[src/rtl/xing_light_pkg.sv]
package xing_light_pkg;

   // Phase codes: bit 1 selects the road that may move, bit 0 = yellow.
   typedef enum logic [1:0] {
      PH_EW_GO   = 2'b00,
      PH_EW_WARN = 2'b01,
      PH_NS_GO   = 2'b10,
      PH_NS_WARN = 2'b11
   } phase_e;

   // Lamp set of one road, active high inside the block.
   typedef struct packed {
      logic red;
      logic yel;
      logic grn;
   } lamp_t;

   localparam int unsigned ROAD_CNT = 2;
   localparam int unsigned ROAD_EW  = 0;
   localparam int unsigned ROAD_NS  = 1;

endpackage

[src/rtl/light_phase_seq.sv]
module light_phase_seq
   import xing_light_pkg::*;
#(
   parameter int unsigned GREEN_LEN  = 4,
   parameter int unsigned YELLOW_LEN = 1,
   parameter int unsigned TIMER_MODE = 0
) (
   input  logic   clk_i,
   input  logic   rst_i,
   input  logic   timer_i,
   output phase_e phase_o
);

   localparam int unsigned CNT_MAX = (GREEN_LEN > YELLOW_LEN) ? GREEN_LEN : YELLOW_LEN;
   localparam int unsigned CNT_W   = (CNT_MAX > 1) ? $clog2(CNT_MAX) : 1;
   localparam logic [CNT_W-1:0] GRN_LAST = CNT_W'(GREEN_LEN - 1);
   localparam logic [CNT_W-1:0] YEL_LAST = CNT_W'(YELLOW_LEN - 1);
   localparam logic [CNT_W-1:0] CNT_TOP  = CNT_W'(CNT_MAX - 1);

   phase_e           phase_q;
   logic [CNT_W-1:0] tick_q;
   logic             in_green;
   logic             green_end;
   logic             yel_end;
   logic             step;

   assign in_green = ~phase_q[0];

   generate
      if (TIMER_MODE == 0) begin : g_int_timer
         logic unused_timer;
         assign unused_timer = timer_i;
         assign green_end    = (tick_q == GRN_LAST);
      end else begin : g_ext_timer
         assign green_end = timer_i;
      end
   endgenerate

   assign yel_end = (tick_q == YEL_LAST);
   assign step    = in_green ? green_end : yel_end;

   always_ff @(posedge clk_i) begin
      if (rst_i) begin
         phase_q <= PH_EW_GO;
         tick_q  <= '0;
      end else if (step) begin
         phase_q <= phase_e'(phase_q + 2'd1);
         tick_q  <= '0;
      end else if (tick_q != CNT_TOP) begin
         tick_q  <= tick_q + 1'b1;
      end
   end

   assign phase_o = phase_q;

endmodule

[src/rtl/light_lamp_dec.sv]
module light_lamp_dec
   import xing_light_pkg::*;
(
   input  phase_e                 phase_i,
   output lamp_t [ROAD_CNT-1:0]   road_o
);

   generate
      for (genvar r = 0; r < ROAD_CNT; r++) begin : g_road
         localparam logic OWN_BIT = 1'(r);
         logic owner;
         assign owner          = (phase_i[1] == OWN_BIT);
         assign road_o[r].grn  = owner & ~phase_i[0];
         assign road_o[r].yel  = owner &  phase_i[0];
         assign road_o[r].red  = ~owner;
      end
   endgenerate

endmodule

[src/rtl/light_lamp_drive.sv]
module light_lamp_drive
   import xing_light_pkg::*;
#(
   parameter int unsigned ACTIVE_LOW = 1
) (
   input  lamp_t [ROAD_CNT-1:0] on_i,
   output lamp_t [ROAD_CNT-1:0] pin_o
);

   generate
      if (ACTIVE_LOW != 0) begin : g_low
         assign pin_o = ~on_i;
      end else begin : g_high
         assign pin_o = on_i;
      end
   endgenerate

endmodule

[src/rtl/xing_light_ctrl.sv]
module xing_light_ctrl
   import xing_light_pkg::*;
#(
   parameter int unsigned GREEN_LEN       = 4,
   parameter int unsigned YELLOW_LEN      = 1,
   parameter int unsigned TIMER_MODE      = 0,
   parameter int unsigned LAMP_ACTIVE_LOW = 1
) (
   input  logic clk_i,
   input  logic rst_i,
   input  logic timer_i,
   output logic ns_red_n_o,
   output logic ns_yel_n_o,
   output logic ns_grn_n_o,
   output logic ew_red_n_o,
   output logic ew_yel_n_o,
   output logic ew_grn_n_o
);

   generate
      if (GREEN_LEN < 1) begin : g_bad_green
         $error("GREEN_LEN must be at least 1");
      end
      if (YELLOW_LEN < 1) begin : g_bad_yellow
         $error("YELLOW_LEN must be at least 1");
      end
      if (TIMER_MODE > 1) begin : g_bad_mode
         $error("TIMER_MODE must be 0 or 1");
      end
      if (LAMP_ACTIVE_LOW > 1) begin : g_bad_pol
         $error("LAMP_ACTIVE_LOW must be 0 or 1");
      end
   endgenerate

   phase_e                phase;
   lamp_t [ROAD_CNT-1:0]  lamp_on;
   lamp_t [ROAD_CNT-1:0]  lamp_pin;

   light_phase_seq #(
      .GREEN_LEN  (GREEN_LEN),
      .YELLOW_LEN (YELLOW_LEN),
      .TIMER_MODE (TIMER_MODE)
   ) u_seq (
      .clk_i   (clk_i),
      .rst_i   (rst_i),
      .timer_i (timer_i),
      .phase_o (phase)
   );

   light_lamp_dec u_dec (
      .phase_i (phase),
      .road_o  (lamp_on)
   );

   light_lamp_drive #(
      .ACTIVE_LOW (LAMP_ACTIVE_LOW)
   ) u_drv (
      .on_i  (lamp_on),
      .pin_o (lamp_pin)
   );

   assign ns_red_n_o = lamp_pin[ROAD_NS].red;
   assign ns_yel_n_o = lamp_pin[ROAD_NS].yel;
   assign ns_grn_n_o = lamp_pin[ROAD_NS].grn;
   assign ew_red_n_o = lamp_pin[ROAD_EW].red;
   assign ew_yel_n_o = lamp_pin[ROAD_EW].yel;
   assign ew_grn_n_o = lamp_pin[ROAD_EW].grn;

endmodule

[config.mk]
export PLATFORM = sky130hd
export DESIGN_NAME = xing_light_ctrl
export DESIGN_NICKNAME = d
export VERILOG_FILES = /design/src/rtl/xing_light_pkg.sv /design/src/rtl/light_phase_seq.sv /design/src/rtl/light_lamp_dec.sv /design/src/rtl/light_lamp_drive.sv /design/src/rtl/xing_light_ctrl.sv
export SDC_FILE = /design/constraint.sdc
export NUM_CORES = 1
export LEC_CHECK = 0
export BUFFER_PORTS_ARGS = -buffer_cell sky130_fd_sc_hd__buf_2
export CAP_MARGIN = 20
export CORE_AREA = 2 2 39 41
export CTS_CLUSTER_DIAMETER = 120
export DETAILED_ROUTE_END_ITERATION = 10
export DIE_AREA = 0 0 41 43
export PLACE_DENSITY = 0.5
export SLEW_MARGIN = 5
export SYNTH_ARGS = -nofsm -noshare
export SYNTH_HDL_FRONTEND = slang
export SYNTH_SLANG_ARGS = --single-unit
[constraint.sdc]
create_clock -name clk_i -period 1.25 [get_ports clk_i]
set_clock_uncertainty 0.1 [all_clocks]
set_input_delay 0.0625 -clock clk_i [delete_from_list [all_inputs] [get_ports clk_i]]
set_output_delay 0.0625 -clock clk_i [all_outputs]
set_load 0.03 [all_outputs]
-- After elaboration in Yosys (flattened, before gate mapping)
Cells that the tools add are included.
- register bits: 4
- bits in latches: 0
- bits in writable memories: 0
- ROM bits: 0
- bits of input ports: 3
- word-level logic and storage cells: 16
- memories kept: 0
- add/sub/neg operators: 2
- $mul: 0
- div/mod/pow operators: 0
- $lt $le $gt $ge: 0
- equality and inequality tests: 2
- shift operators: 0
- muxes and demuxes: 1
- bitwise logic cells: 7
- reduce and logical (&&, ||, !) cells: 2
- operator list (kind ; number):
    $not A6 Y6 ; 1
    $add A2 B1 Y2 const B ; 2
    $and A1 B1 Y1 ; 4
    $eq A2 B2 Y1 const B ; 1
    $logic_not A2 Y1 ; 1
    $ne A2 B2 Y1 const B ; 1
    $not A1 Y1 ; 2
    $reduce_or A2 Y1 ; 1
    $mux W1 ; 1

-- Logic depth before layout (Yosys ltp)
Gate-level depths: netlist of run 1.
- word-level depth: 3
- mapped depth: 5
- gate-level depth less buffers: 4

-- Cells and area by module
A second synthesis of run 1 with hierarchy kept.
- cells, all modules: 32
- area total of the unflattened synthesis: 264.0 sq um
- by module, submodules not included (module ; instances ; cells each ; area an instance (sq um) ; seq. area each (sq um)):
    light_phase_seq ; 1 ; 19 ; 196.4 ; 80.1
    light_lamp_dec ; 1 ; 7 ; 45.0 ; 0.0
    light_lamp_drive ; 1 ; 6 ; 22.5 ; 0.0

-- Worst setup path before layout of run 1
OpenSTA, ideal clock, no wires.
- kind: flip-flop to flip-flop
- start: register u_seq.phase_q[1], in the netlist u_seq.phase_o[1]
- end: register u_seq.phase_q[1], in the netlist u_seq.phase_o[1]
- setup time: 0.122 ns
- arrival time: 1.256 ns
- required time: 1.028 ns
- path slack: -0.228 ns
- stages on the path, launching flop included: 5
- path buffers: 0
- cell sequence: dfxtp_1 -> inv_1 -> ha_1 -> nand2b_1 -> mux2i_1
- cells in the longest elaborated chain, start to end: 1
- RTL lines (item ; RTL line ; RTL):
    start: declaration ; light_phase_seq.sv:20 ; phase_e phase_q;
    start signal: assignment ; light_phase_seq.sv:47 ; phase_q <= phase_e'(phase_q + 2'd1);
    $add A2 B1 Y2 ; light_phase_seq.sv:47 ;
No other way between the ends.
A chain may end at the register's enable or synchronous reset.

-- Worst setup path in the final report of run 1
- start: register u_seq.phase_q[1], in the netlist u_seq.phase_o[1]
- end: output port ew_yel_n_o
- cells in the longest elaborated chain, start to end: 3
- RTL lines (item ; RTL line ; RTL):
    $not A1 Y1 ; light_lamp_dec.sv:12 ; assign owner = (phase_i[1] == OWN_BIT);
    $and A1 B1 Y1 ; light_lamp_dec.sv:14 ; assign road_o[r].yel = owner & phase_i[0];
    $not A6 Y6 ; light_lamp_drive.sv:12 ; assign pin_o = ~on_i;
    end: declaration ; xing_light_ctrl.sv:16 ; output logic ew_yel_n_o,
No other way between the ends.

==> results of run 1 <==
## sequential cells by signal (all words and copies together) (netlist names)
name / count
u_seq.tick_q: 2
u_seq.phase_o: 2
## synthesized netlist by cell type (all sizes together)
cell type / count
dfxtp: 4
o32ai: 1
a21o: 1
a2111o: 1
nand3b: 1
o31ai: 1
nor2: 1
nand2b: 3
mux2i: 2
inv: 8
buf: 1
a211oi: 1
ha: 6
## power by group through the flow
stage          clock [W]  combinational [W]  sequential [W]
5_1_grt         0.000199           0.000240        0.000160
3_5_place_dp           0           0.000164        0.000158
6_report        0.000179           0.000213        0.000158
2_1_floorplan          0           0.000103        0.000157
4_1_cts         0.000187           0.000182        0.000156
3_3_place_gp           0           0.000161        0.000158
## cell type report
type / instances / area [um2]
fillers: 142 / 898.4
multi-input cells: 18 / 206.4
repair buffers: 14 / 111.4
flip-flops and latches: 4 / 87.58
inverters: 8 / 33.78
clock buffers: 4 / 26.28
well taps: 16 / 20.02
## through the flow
| stage | worst slack (ps) | setup TNS (ps) | instance area, um2 |
|---|---|---|---|
| floorplan | -21.37 | -21.37 | 297.8 |
| global route | -82.36 | -141.8 | 485.5 |
| detailed placement | -7.492 | -7.492 | 379.1 |
| finish | 2.478 | 0 | 485.5 |
| CTS | -7.817 | -15.39 | 444.2 |
| global placement | -17.52 | -17.52 | 379.1 |
## critical path, cell delays in order (launching register included)
cell	delay, ps
dfxtp_4	370
clkinvlp_4	110
ha_2	170
inv_1	60
buf_6	120
## metal layers
| layer | GRT usage, % | part of all wire, % | up-vias |
|---|---|---|---|
| met2 | 12.81 | 48 | 11 |
| li1 | - | - | 134 |
| met4 | 2.000 | 0 | 0 |
| met3 | 6.283 | 10 | 0 |
| met5 | 0 | 0 | - |
| met1 | 7.097 | 41 | 108 |
## cells by family (layout without fill, tap and decap cells)
| logic type | after synthesis | in the layout |
|---|---|---|
| multiplexers | 2 | 2 |
| adder cells (fa/ha/maj) | 6 | 6 |
| buffers and inverters | 9 | 26 |
| AO/OA/AOI/OAI | 5 | 5 |
| AND/OR/NAND/NOR | 5 | 5 |
| flip-flops | 4 | 4 |
## worst max path at each step
stage / endpoint / cells after the start / start
after detailed placement: u_seq.tick_q[0] / 4 / u_seq.tick_q[0]
final: ew_yel_n_o / 4 / u_seq.phase_o[1]
after floorplan: u_seq.phase_o[1] / 4 / u_seq.phase_o[1]
after CTS: ew_grn_n_o / 4 / u_seq.phase_o[1]
after global routing: ew_yel_n_o / 4 / u_seq.phase_o[1]
after global placement: u_seq.tick_q[0] / 4 / u_seq.tick_q[0]
## repair_timing
item | in CTS | in global routing
resized for setup | 8 | 12
setup buffers | 1 | 0
endpoints found under the hold margin | 2 | 0
pin swaps | 1 | 1
hold buffers | 1 | 0
endpoints found under the setup margin | 4 | 6
==> impl_metrics.yaml, run 1 <==
outcome:
  status: "finished clean"
timing:
  tightestPinTransition_ps: 198.2
  max_clock_freq_mhz: 801.6
  period_needed_ps: 1248
  slew_headroom_pct: 86.67
  hold_viol: 0
  setup_viol: 0
  rsz0062_at_grt: "true"
  final_max_slew_viol_count: 0
  whs_ps: 420.2
  fin_crit_sh_pct: 99.80
min_path:
  hp-start: "u_seq.tick_q[1]"
  hold_depth: 2
  holdCritPathClass: "reg -> reg"
  min_to: "u_seq.tick_q[1]"
critical_path:
  critical_path_required_ps: 1090
  crit_type: "reg -> out"
  end_kind: "output port"
  crit_arrival_ps: 1090
  r2r_start: "u_seq.tick_q[1]"
  rrSetupSlack_ps: 40
  cp_max_fo: 5
  rr_endpoint: "u_seq.tick_q[0]"
  start_kind: "flop"
  r2r_cells: 4
die:
  pin_count: 9
  num_rows: 14
  core_area_mm2: 0.001384
  chipHeight_um: 43
  dieArea_mm2: 0.001763
  start_util_pct: 20.98
  die_w_um: 41
grt:
  antenna_found_initial: 0
  grt_pass1_vias: 247
  grtUsageTotal_pct: 7.839
  gr-total-overflow: 0
  grt_pass1_wl_um: 903
  grt_max_degree: 8
cts:
  htreeDepth: 1
  cts_buffers: 3
  clk_pin_slew_ps: 40
  clockRootBuffer: "clkbuf_4"
  cts_buffer_depth: 2
  cts_tree: "done"
  cts.sinks: 4
  clk_latency_ps: 240
power_and_ir_drop:
  power_density_mw_per_mm2: 1134
  total_power_w: 0.0005507
  pwr-share-clk_pct: 32.6
  leakagePower_nw: 0.2128
  p_seq_share_pct: 28.7
  power.combinational.fraction_pct: 38.7
  p_switching_w: 0.0001705
  vdd_drop_max_uv: 613.8
  swShare_pct: 30.97
  p_int_w: 0.0003802
synthesis:
  syn_inst: 31
  synthSimpleGateAreaFrac_pct: 10.34
  synth_area_um2: 290.3
  synth_compound_area_share_pct: 15.09
  ys_types: 14
  yosys_warnings: 0
  syn_area_per_cell_um2: 9.364
  synth_area_leaders: "dfxtp_1 (28%), ha_1 (26%), inv_1 (9.1%), mux2i_1 (6.9%), nand2b_1 (6.5%)"
  synth_seq_cells: 4
  yosysSeqAreaShare_pct: 27.59
  synthXorXnorAreaFrac_pct: 0
  synth_top_family_by_area: "adder cells"
  synth_nets: 40
  synth_top_area_cell: "dfxtp_1"
  synth_adder_area_share_pct: 25.86
  synth_top_area_share_pct: 27.59
  synthMuxAreaShare_pct: 6.897
final_layout:
  fin_nets: 58
  fin_cells: 64
  diodes: 0
  drive_above_1_share_pct: 58.33
  fin_util_pct: 35.08
  area.growth.synth_to_final_pct: 67.24
  final_common_cell: "buf_4"
  mostFrequentLayoutCells: "buf_4 (7), inv_1 (4)"
route:
  drtIter0Drc: 3
  wl_um: 541
  drcViolationCount: 0
  wire_per_inst_um: 8.453
  dr.pass1.iters: 2
  ant_nets: 0
  vias_per_cell: 3.953
  num_vias: 253
placed_design:
  place_hpwl_um: 377.1
  gp_congestion: 0.6478
  port_buffers: 7
  dp_cells: 58
job:
  max_cap_viol_count: 0
No activity file was read; power rests on OpenSTA's default activity.
==> run 2, diff against run 1 <==
--- a/config.mk
+++ b/config.mk
@@ -11,7 +11,7 @@
 export CTS_CLUSTER_DIAMETER = 120
 export DETAILED_ROUTE_END_ITERATION = 10
 export DIE_AREA = 0 0 41 43
-export PLACE_DENSITY = 0.5
+export PLACE_DENSITY = 0.49
 export SLEW_MARGIN = 5
 export SYNTH_ARGS = -nofsm -noshare
 export SYNTH_HDL_FRONTEND = slang
==> constraint.sdc (replaced) <==
create_clock -name clk_i -period 1.6 [get_ports clk_i]
set_clock_uncertainty 0.1 [all_clocks]
set_input_delay 0.08 -clock clk_i [delete_from_list [all_inputs] [get_ports clk_i]]
set_output_delay 0.08 -clock clk_i [all_outputs]
set_load 0.03 [all_outputs]
==> run 2 against run 1 <==
  * Worst hold slack lost 6.4 ps
  * Sequential power shrank 20%
  * Register-to-register slack gained 250 ps
  * Global-route usage shrank 1.8 points
  * Critical path depth is the same
  * Via count shrank 11%
  * Flip-flop and latch count is the same
  * Setup slack gained 220 ps
  * Utilization shrank 8.6 points
  * Cell count shrank 11%
  * Final area shrank 24%
  * Largest cell class unchanged
==> impl_metrics.yaml, run 2 (synthesized netlist as in run 1, its figures left out) <==
final_layout:
  mostFrequentLayoutCells: "inv_1 (7), buf_2 (7), ha_1 (6)"
  diodes: 0
  drive_above_1_share_pct: 29.27
  fin_nets: 52
  fin_util_pct: 26.49
  area.growth.synth_to_final_pct: 26.29
  fillers: 153
outcome:
  status: "finished clean"
die:
  num_rows: 14
  pin_count: 9
  die_w_um: 41
  core_area_mm2: 0.001384
  start_util_pct: 20.98
  chipHeight_um: 43
  dieArea_mm2: 0.001763
route:
  drcViolationCount: 0
  drtIter0Drc: 1
  wire_per_inst_um: 7.772
  num_vias: 226
  ant_nets: 0
  vias_per_cell: 3.965
  dr.pass1.iters: 2
  wl_um: 443
critical_path:
  cp_max_fo: 9
  crit_arrival_ps: 1190
  start_kind: "flop"
  end_kind: "output port"
  r2r_cells: 4
  critical_path_required_ps: 1420
  crit_type: "reg -> out"
timing:
  tightestPinTransition_ps: 316.1
  fin_crit_sh_pct: 85.90
  tns_ps: 0
  setup_viol: 0
  hold_viol: 0
  rsz0062_at_grt: "false"
  slew_headroom_pct: 78.90
  period_needed_ps: 1374
  max_clock_freq_mhz: 727.6
  final_max_slew_viol_count: 0
min_path:
  hold_depth: 2
  holdCritPathClass: "reg -> reg"
cts:
  htreeDepth: 1
  clk_latency_ps: 230
  cts_buffers: 3
  cts_setup_buffers: 0
  cts_tree: "done"
  cts_resized: 0
  clockRootBuffer: "clkbuf_4"
  cts_hold_buf: 1
  cts.sinks: 4
  clk_pin_slew_ps: 40
  cts_buffer_depth: 2
power_and_ir_drop:
  power_density_mw_per_mm2: 923.7
  vdd_drop_max_uv: 477.0
  leakagePower_nw: 0.1717
grt:
  grtUsageTotal_pct: 6.030
  grt_max_degree: 10
  grt_pass1_vias: 186
  gr-total-overflow: 0
  antenna_found_initial: 0
  grt_pass1_wl_um: 655
job:
  max_cap_viol_count: 0
placed_design:
  port_buffers: 7
  gp_congestion: 0.6554
==> run 2: path summary, 6_finish.rpt <==
kind	from	endpoint	slack [ps]
hold / removal	u_seq.tick_q[1]	u_seq.tick_q[1]	410
setup reg to reg	u_seq.tick_q[0]	u_seq.tick_q[0]	290
hold reg to reg	u_seq.tick_q[1]	u_seq.tick_q[1]	410
setup / recovery	u_seq.phase_o[0]	ew_grn_n_o	230
==> run 2: area by class of cell <==
cell class	instances	area (um2)	area share (%)
Clock buffer	3	22.52	6.143
Inverter	8	30.03	8.191
Multi-Input combinational cell	18	168.9	46.08
Sequential cell	4	80.08	21.84
Tap cell	16	20.02	5.461
Timing Repair Buffer	8	45.04	12.29
==> run 2: worst max-delay path: stages (launching register included) <==
cell     delay [ps]
dfxtp_1         490
inv_2            70
ha_1            180
inv_1            40
buf_2           180
==> run 2: report_power, final <==
part	leakage [nW]	switching [W]	internal (W)	total, W
combinational	0.125	0.0000504	0.0000400	0.0000904
clock	0.0138	0.0000376	0.0000837	0.000121
sequential	0.0328	0.0000133	0.000114	0.000127
total	0.172	0.000101	0.000237	0.000339
==> run 2: per-stage QoR <==
stage / power [W] / std cells / hold slack [ps] / instance area, um2 / setup WS [ps]
2_1_floorplan: 0.0002037 / 31 / 58.47 / 290.3 / 122.2
3_3_place_gp: 0.0002168 / 53 / 238.4 / 334.1 / 293.5
3_5_place_dp: 0.0002192 / 53 / 243.5 / 334.1 / 280.9
4_1_cts: 0.0003495 / 57 / 417.1 / 366.6 / 194.0
5_1_grt: 0.0003684 / 57 / 429.3 / 366.6 / 123.9
6_report: 0.0003386 / 57 / 413.8 / 366.6 / 225.7
==> run 2: per-layer routing <==
metal,track usage (%),vias up,share of wire [%]
met1,5.161,95,51
met3,6.283,0,5.9
li1,-,123,-
met5,0,-,0
met4,4.000,0,0
met2,8.125,8,43
